===== config.mk =====
export PLATFORM = sky130hd
export DESIGN_NAME = pipe5_core
export DESIGN_NICKNAME = d
export VERILOG_FILES = /design/src/rtl/p5_pkg.sv /design/src/rtl/p5_fetch.sv /design/src/rtl/p5_regfile.sv /design/src/rtl/p5_alu.sv /design/src/rtl/p5_dmem.sv /design/src/rtl/pipe5_core.sv
export SDC_FILE = /design/constraint.sdc
export NUM_CORES = 2
export LEC_CHECK = 0
export BUFFER_PORTS_ARGS = -buffer_cell sky130_fd_sc_hd__buf_4
export CAP_MARGIN = 40
export CORE_ASPECT_RATIO = 0.8
export CORE_MARGIN = 2
export CORE_UTILIZATION = 35
export DETAILED_ROUTE_END_ITERATION = 12
export PLACE_DENSITY_LB_ADDON = 0.05
export SLEW_MARGIN = 20
export SYNTH_ARGS = -nofsm -noshare
export SYNTH_HDL_FRONTEND = slang
export SYNTH_SLANG_ARGS = --single-unit
export TNS_END_PERCENT = 10

===== constraint.sdc =====
create_clock -name clk -period 4.4 [get_ports clk]
set_clock_uncertainty 0.05 [all_clocks]
set_input_delay 0.66 -clock clk [delete_from_list [all_inputs] [get_ports clk]]
set_output_delay 0.66 -clock clk [all_outputs]
set_load 0.1 [all_outputs]

===== src/rtl/p5_pkg.sv =====
// Shared constants, control word and decoder for the five-stage core.
// Assumes 32-bit instructions and data words.
package p5_pkg;
    localparam int XLEN = 32;

    localparam logic [5:0] OP_REG   = 6'h00;
    localparam logic [5:0] OP_LOAD  = 6'h23;
    localparam logic [5:0] OP_STORE = 6'h2B;
    localparam logic [5:0] FN_ADD   = 6'h20;
    localparam logic [5:0] FN_NAND  = 6'h2F;

    // Control bits carried down the pipe with each instruction.
    typedef struct packed {
        logic reg_we;
        logic mem_rd;
        logic mem_wr;
        logic use_imm;
        logic do_nand;
    } ctl_t;

    localparam ctl_t CTL_BUBBLE = '0;

    // Turn opcode, function and shift fields into control bits; anything unknown is a bubble.
    function automatic ctl_t decode_ctl(input logic [5:0] op, input logic [5:0] fn,
                                        input logic [4:0] sh);
        ctl_t c;
        c = CTL_BUBBLE;
        case (op)
            OP_REG: begin
                if (sh == 5'd0 && fn == FN_ADD) begin
                    c.reg_we = 1'b1;
                end else if (sh == 5'd0 && fn == FN_NAND) begin
                    c.reg_we  = 1'b1;
                    c.do_nand = 1'b1;
                end
            end
            OP_LOAD: begin
                c.reg_we  = 1'b1;
                c.mem_rd  = 1'b1;
                c.use_imm = 1'b1;
            end
            OP_STORE: begin
                c.mem_wr  = 1'b1;
                c.use_imm = 1'b1;
            end
            default: c = CTL_BUBBLE;
        endcase
        return c;
    endfunction
endpackage


===== src/rtl/p5_fetch.sv =====
// Fetch stage: PC, instruction storage and the fetch/decode bank.
// Assumes word-aligned PCs; a PC beyond storage yields a bubble word.
module p5_fetch
    import p5_pkg::*;
#(
    parameter int IM_DEPTH = 32,
    parameter int LDW      = 5,
    localparam int IAW     = $clog2(IM_DEPTH)
) (
    input  logic            clk,
    input  logic            rst_n,
    input  logic            ld_we,
    input  logic [LDW-1:0]  ld_addr,
    input  logic [XLEN-1:0] ld_data,
    output logic [XLEN-1:0] cur_pc,
    output logic [XLEN-1:0] fd_ins,
    output logic [XLEN-1:0] fd_pc4,
    output logic            fd_vld
);
    logic [XLEN-1:0] imem [IM_DEPTH];
    logic            in_range;
    logic [XLEN-1:0] word_now;

    // Load port writes into instruction storage.
    always_ff @(posedge clk) begin
        if (ld_we) imem[ld_addr[IAW-1:0]] <= ld_data;
    end

    // Select the word at the PC, or a bubble past the end.
    always_comb begin
        in_range = (cur_pc >> 2) < XLEN'(IM_DEPTH);
        word_now = in_range ? imem[cur_pc[IAW+1:2]] : '0;
    end

    // Advance the PC and fill the fetch/decode bank every cycle.
    always_ff @(posedge clk) begin
        if (!rst_n) begin
            cur_pc <= '0;
            fd_ins <= '0;
            fd_pc4 <= '0;
            fd_vld <= 1'b0;
        end else begin
            cur_pc <= cur_pc + XLEN'(4);
            fd_ins <= word_now;
            fd_pc4 <= cur_pc + XLEN'(4);
            fd_vld <= in_range;
        end
    end
endmodule


===== src/rtl/p5_regfile.sv =====
// Register bank with two read ports, one write port and a debug read.
// Assumes 5-bit register fields; numbers 0 and >= NREG read zero.
// A write on this edge is returned to readers in the same cycle.
module p5_regfile
    import p5_pkg::*;
#(
    parameter int NREG = 8,
    localparam int RAW = $clog2(NREG)
) (
    input  logic            clk,
    input  logic            rst_n,
    input  logic [4:0]      ra_idx,
    input  logic [4:0]      rb_idx,
    output logic [XLEN-1:0] ra_val,
    output logic [XLEN-1:0] rb_val,
    input  logic            wr_en,
    input  logic [4:0]      wr_idx,
    input  logic [XLEN-1:0] wr_val,
    input  logic [RAW-1:0]  dbg_idx,
    output logic [XLEN-1:0] dbg_val
);
    logic [XLEN-1:0] regs [NREG];
    logic [4:0]      rd_idx [2];
    logic [XLEN-1:0] rd_val [2];
    logic            wr_ok;

    assign rd_idx[0] = ra_idx;
    assign rd_idx[1] = rb_idx;
    assign ra_val    = rd_val[0];
    assign rb_val    = rd_val[1];
    assign wr_ok     = wr_en && (wr_idx != 5'd0) && (32'(wr_idx) < NREG);

    // One read path per port, with same-cycle bypass from the write port.
    for (genvar p = 0; p < 2; p++) begin : g_rd
        always_comb begin
            if (rd_idx[p] == 5'd0 || 32'(rd_idx[p]) >= NREG)
                rd_val[p] = '0;
            else if (wr_ok && wr_idx == rd_idx[p])
                rd_val[p] = wr_val;
            else
                rd_val[p] = regs[rd_idx[p][RAW-1:0]];
        end
    end

    // Clear on reset, otherwise take the writeback value.
    always_ff @(posedge clk) begin
        if (!rst_n) begin
            for (int i = 0; i < NREG; i++) regs[i] <= '0;
        end else if (wr_ok) begin
            regs[wr_idx[RAW-1:0]] <= wr_val;
        end
    end

    // Debug view of the stored contents.
    assign dbg_val = regs[dbg_idx];
endmodule


===== src/rtl/p5_alu.sv =====
// Execute-stage arithmetic: sum or inverted AND of two operands.
module p5_alu
    import p5_pkg::*;
(
    input  logic [XLEN-1:0] opa,
    input  logic [XLEN-1:0] opb,
    input  logic            do_nand,
    output logic [XLEN-1:0] res
);
    // Pick the operation requested by the control bits.
    always_comb res = do_nand ? ~(opa & opb) : opa + opb;
endmodule


===== src/rtl/p5_dmem.sv =====
// Data storage: byte-addressed word array with a load port.
// Assumes word accesses; misaligned or out-of-range addresses read zero and never write.
module p5_dmem
    import p5_pkg::*;
#(
    parameter int DM_DEPTH = 32,
    parameter int LDW      = 5,
    localparam int DAW     = $clog2(DM_DEPTH)
) (
    input  logic            clk,
    input  logic            ld_we,
    input  logic [LDW-1:0]  ld_addr,
    input  logic [XLEN-1:0] ld_data,
    input  logic [XLEN-1:0] addr,
    input  logic            wr_en,
    input  logic [XLEN-1:0] wr_data,
    output logic [XLEN-1:0] rd_data
);
    logic [XLEN-1:0] dmem [DM_DEPTH];
    logic            hit;

    assign hit     = (addr[1:0] == 2'b00) && ((addr >> 2) < XLEN'(DM_DEPTH));
    assign rd_data = hit ? dmem[addr[DAW+1:2]] : '0;

    // Load port first, else the store from the memory stage.
    always_ff @(posedge clk) begin
        if (ld_we)
            dmem[ld_addr[DAW-1:0]] <= ld_data;
        else if (wr_en && hit)
            dmem[addr[DAW+1:2]] <= wr_data;
    end
endmodule


===== src/rtl/pipe5_core.sv =====
// Five-stage in-order core: fetch, decode, execute, memory, writeback.
// Assumes software-scheduled code with no register hazards closer than
// three instructions; no stalls, forwarding or branches.
module pipe5_core
    import p5_pkg::*;
#(
    parameter int NREG     = 8,
    parameter int IM_DEPTH = 32,
    parameter int DM_DEPTH = 32,
    localparam int RAW     = $clog2(NREG),
    localparam int IAW     = $clog2(IM_DEPTH),
    localparam int DAW     = $clog2(DM_DEPTH),
    localparam int LDW     = (IAW > DAW) ? IAW : DAW
) (
    input  logic            clk,
    input  logic            rst_n,
    input  logic            ld_imem_we,
    input  logic            ld_dmem_we,
    input  logic [LDW-1:0]  ld_addr,
    input  logic [XLEN-1:0] ld_data,
    input  logic [RAW-1:0]  dbg_reg_sel,
    output logic [XLEN-1:0] dbg_reg_val,
    output logic [3:0]      dbg_stage_valid
);
    // fetch/decode bank
    logic [XLEN-1:0] pc, fd_ins, fd_pc4;
    logic            fd_vld;
    // decode signals
    ctl_t            dc_ctl;
    logic [4:0]      dc_dst;
    logic [XLEN-1:0] dc_imm, dc_a, dc_b;
    // decode/execute bank
    ctl_t            de_ctl;
    logic [4:0]      de_dst;
    logic [XLEN-1:0] de_imm, de_a, de_b, de_pc4;
    logic            de_vld;
    // execute signals and execute/memory bank
    logic [XLEN-1:0] ex_res;
    ctl_t            em_ctl;
    logic [4:0]      em_dst;
    logic [XLEN-1:0] em_res, em_sd;
    logic            em_vld;
    // memory signals and memory/writeback bank
    logic [XLEN-1:0] mem_rd;
    ctl_t            mw_ctl;
    logic [4:0]      mw_dst;
    logic [XLEN-1:0] mw_ld, mw_res;
    logic            mw_vld;
    // writeback
    logic            wb_we;
    logic [XLEN-1:0] wb_val;

    p5_fetch #(.IM_DEPTH(IM_DEPTH), .LDW(LDW)) u_fetch (
        .clk(clk), .rst_n(rst_n), .ld_we(ld_imem_we), .ld_addr(ld_addr),
        .ld_data(ld_data), .cur_pc(pc), .fd_ins(fd_ins), .fd_pc4(fd_pc4),
        .fd_vld(fd_vld)
    );

    // Decode fields and control bits from the fetched word.
    always_comb begin
        dc_ctl = decode_ctl(fd_ins[31:26], fd_ins[5:0], fd_ins[10:6]);
        dc_dst = (fd_ins[31:26] == OP_REG) ? fd_ins[15:11] : fd_ins[20:16];
        dc_imm = {{(XLEN-16){fd_ins[15]}}, fd_ins[15:0]};
    end

    p5_regfile #(.NREG(NREG)) u_rf (
        .clk(clk), .rst_n(rst_n), .ra_idx(fd_ins[25:21]), .rb_idx(fd_ins[20:16]),
        .ra_val(dc_a), .rb_val(dc_b), .wr_en(wb_we), .wr_idx(mw_dst),
        .wr_val(wb_val), .dbg_idx(dbg_reg_sel), .dbg_val(dbg_reg_val)
    );

    // Decode/execute bank.
    always_ff @(posedge clk) begin
        if (!rst_n) begin
            de_ctl <= CTL_BUBBLE;
            de_dst <= '0;
            de_imm <= '0;
            de_a   <= '0;
            de_b   <= '0;
            de_pc4 <= '0;
            de_vld <= 1'b0;
        end else begin
            de_ctl <= dc_ctl;
            de_dst <= dc_dst;
            de_imm <= dc_imm;
            de_a   <= dc_a;
            de_b   <= dc_b;
            de_pc4 <= fd_pc4;
            de_vld <= fd_vld;
        end
    end

    p5_alu u_alu (
        .opa(de_a), .opb(de_ctl.use_imm ? de_imm : de_b),
        .do_nand(de_ctl.do_nand), .res(ex_res)
    );

    // Execute/memory bank; the second operand travels on as store data.
    always_ff @(posedge clk) begin
        if (!rst_n) begin
            em_ctl <= CTL_BUBBLE;
            em_dst <= '0;
            em_res <= '0;
            em_sd  <= '0;
            em_vld <= 1'b0;
        end else begin
            em_ctl <= de_ctl;
            em_dst <= de_dst;
            em_res <= ex_res;
            em_sd  <= de_b;
            em_vld <= de_vld;
        end
    end

    p5_dmem #(.DM_DEPTH(DM_DEPTH), .LDW(LDW)) u_dmem (
        .clk(clk), .ld_we(ld_dmem_we), .ld_addr(ld_addr), .ld_data(ld_data),
        .addr(em_res), .wr_en(em_ctl.mem_wr), .wr_data(em_sd), .rd_data(mem_rd)
    );

    // Memory/writeback bank; load data only captured for loads.
    always_ff @(posedge clk) begin
        if (!rst_n) begin
            mw_ctl <= CTL_BUBBLE;
            mw_dst <= '0;
            mw_ld  <= '0;
            mw_res <= '0;
            mw_vld <= 1'b0;
        end else begin
            mw_ctl <= em_ctl;
            mw_dst <= em_dst;
            mw_ld  <= em_ctl.mem_rd ? mem_rd : '0;
            mw_res <= em_res;
            mw_vld <= em_vld;
        end
    end

    // Writeback source select.
    always_comb begin
        wb_we  = mw_ctl.reg_we;
        wb_val = mw_ctl.mem_rd ? mw_ld : mw_res;
    end

    assign dbg_stage_valid = {mw_vld, em_vld, de_vld, fd_vld};
endmodule


==> metrics.md <==
| Metric | Value |
|---|---|
| Hold Path Class | input port to flip-flop |
| Setup violators final | 0 |
| Max-Cap Viols | 0 |
| Placed Instances | 9355 |
| Status | finished, final reports clean |
| Most frequent cell after synthesis | edfxtp_1 |
| H-Tree Depth | 5 |
| GR Overflow Total | 0 |
| Die width | approximately 600 um |
| Achievable frequency | ~260 MHz |
| HPWL Detailed | roughly 190 mm |
| Max Root-Sink Buffers | 4 |
| Post-CTS Resized | 0 |
| Largest net degree at the start of global routing | between 100 and 150 |
| VDD IR max | 0.0002723 V |
| WL final | 315.8 mm |
| Layout cells sized above 1 | 30.50% |
| Fin Setup TNS | 0 ns |
| Fillcell total | 26400 |
| Vias/cell | 5.412 |
| Area Overhead vs Synth | 16.90% |
| Tcrit/Tclk final | just under 90% |
| Detail Route Antenna Nets | 0 |
| Comb pwr share | 8.2% |
| Routability Congestion | 0.8281 |
| CP Class | flip-flop to flip-flop |
| Cell Int Power | 0.04330 W |
| Switching share of power | 23.07% |
| Hold Buf Count CTS | 0 |
| Share of the synthesized area in the top cell type | between 60% and 70% |
| Ys async rst share | 0% |
| WP data arrival | 4.55 ns |
| PortBufs | between 70 and 80 |
| Hold Fails Final Rpt | 0 |
| Synth area leaders | edfxtp_1 66%, mux4_2 18%, dfxtp_1 5.7%, nor2_1 1.6%, mux2i_1 1.0% |
| Static Leak | 38.17 nW |
| Final slew viol count | 0 |
| Seq pwr share | 49.1% |
| Rel. slew slack | 31.31% |
| EDFF count, synth | approximately 2300 |
| Pre-Repair DR Iteration Count | 5 |
| Post-synth top area cell | edfxtp_1 |
| Syn Inst Count | 5273 |
| Initial Util | a little over a third |
| Clock share of power | 42.7% |
| Worst-path fanout max | 17 |
| CTS tree | done |
| Vias in the first global route | 54660 |
| PD cells | roughly 460 nW/um^2 |
| Initial drt markers | 5305 |
| Slew @ Worst Pin | 1.024 ns |
| Part of the Yosys area used for sequential elements | slightly above 70% |
| Synth cell count leaders | 2304 x edfxtp_1, 832 x mux4_2, 449 x nor2_1, 299 x dfxtp_1, 193 x clkbuf_1 |
| Finished Layout Cells | 9880 |
| Initial antenna violation count | 20 |
| Die height | 492.4 um |
| Clock root buffer | clkbuf_16 |
| Yosys cell types | slightly below 80 |
| First-pass GRT wire length | 443.5 mm |
| Yosys reg bits | about 2600 |
| Primary FF master, synth | edfxtp_1 |
| Post-CTS Setup Bufs | 0 |
| TritonCTS Sinks | 2603 |
| Nets | 5747 |
| DRC | 0 |
| Ys Warns | 0 |
| DR WL/cell | 31.96 um |
| Ports | 80 |
| Psw | 0.01298 W |
| Crit path capture type | flip-flop |
| Synth Area per Inst | 19.79 sq um |
| Total Routing Usage GR | around 21% |
| CTS buffer count | about 290 |
| Later-pin clock latency in the skew report | 0.86 ns |
| Critical path data required time | 5.12 ns |
| Reg clk slew, reported paths | 0.06 ns |
| Die area | 302500 sq um |
| RSZ-0062 raised after global routing | false |
| DR vias | 53470 |
| Row count | 179 |
| Cell area after synthesis | between 100000 and 150000 sq um |
| CP Launch Type | flip-flop |
| Post-route minimum period | 3.830 ns |
| R2R Setup Slk | 0.57 ns |
| Core area | ~300000 sq um |
-- placed cells by master (no fill, tap or decap), drive strengths merged, types with 15 or more instances in the layout --
master	n
ha	33
nor3	19
buf	395
clkinv	95
nand3	23
or3	19
nor4	19
dfxtp	299
mux2	52
clkbuf	377
a211oi	133
mux4	832
xor2	19
nand2b	16
nor2b	79
o21ai	49
and3	17
nor2	449
edfxtp	2304
mux2i	104
conb	32
bufinv	23
xnor2	19
nand2	165
a21oi	40
inv	55
a21o	15
and2	95
-- power by group through the flow --
stage	Clock (W)	Sequential [W]	Combinational [W]
after floorplan	0	0.0279	0.00296
after global placement	0	0.0282	0.00467
after detailed placement	0	0.0282	0.00470
after CTS	0.0246	0.0276	0.00471
after global routing	0.0256	0.0277	0.00493
final	0.0240	0.0276	0.00464
-- metal layers --
layer	global-route usage [%]	vias to the layer above	part of all wire (%)
met5	0	-	0.0041
met4	4.389	2	2.0
met3	2.554	374	4.9
met2	30.59	1552	44
met1	32.71	29210	49
li1	-	22340	-
-- worst max-delay path, cell delays in order, from the launching register on --
cell	delay (ns)
dfxtp_1	0.47
nand2_1	0.57
o21ai_0	0.19
ha_1	0.47
nand4_1	0.18
or3_1	0.38
a211o_1	0.33
a31oi_4	0.27
o21ai_2	0.14
a2111oi_0	0.49
a311o_1	0.18
-- registers in the layout (all words and copies together) (netlist names), 3 cells and up --
signal,flops
de_a,32
de_b,32
de_ctl,5
de_dst,5
de_imm,16
em_ctl,3
em_dst,5
em_res,32
em_sd,32
mw_dst,5
mw_ld,32
mw_res,32
u_dmem.dmem,1024
u_fetch.cur_pc,30
u_fetch.fd_ins,32
u_fetch.imem,1024
u_rf.regs,256
-- worst paths after layout --
path | from | endpoint | cells after the start
max | de_ctl[1] | em_res[22] | 10
min | rst_n | de_vld | 2
max reg2reg | de_ctl[1] | em_res[22] | 10
min reg2reg | em_dst[0] | mw_dst[0] | 1
-- logic make-up after synthesis --
family          count (synthesis)  share of synthesized area (%)
flops                        2603                          72.04
simple gates                  942                          4.190
other cells                     1                       0.003594
mux                           988                          19.52
buf+inv                       361                          1.453
xor+xnor                       38                         0.3190
compound gates                306                          2.059
fa+ha+maj                      34                         0.4149
-- through the flow --
stage | total power, W | hold slack [ns] | worst slack, ns | utilization, % | cell area [sq um]
finish | 0.05628 | 0.1140 | 0.5700 | 41.07 | 122000
floorplan | 0.03087 | 0.3546 | 0.9236 | - | 104500
global placement | 0.03283 | 0.3659 | 0.7047 | 37.80 | 112300
CTS | 0.05698 | 0.04980 | 0.5789 | 41.04 | 121900
global route | 0.05816 | 0.07628 | 0.2771 | 41.07 | 122000
detailed placement | 0.03286 | 0.3699 | 0.6557 | 37.93 | 112600
-- area by class of cell --
class,instances,area (sq um),area share [%]
clock inverters,141,1325,1.086
clock buffers,376,7925,6.497
multi-input cells,2340,28320,23.22
inverters,40,157.7,0.1292
diodes,2,5.005,0.004103
well taps,3982,4982,4.085
flip-flops and latches,2603,75230,61.67
repair buffers,396,4031,3.305
Note: power is estimated with default switching activity, not from simulation.
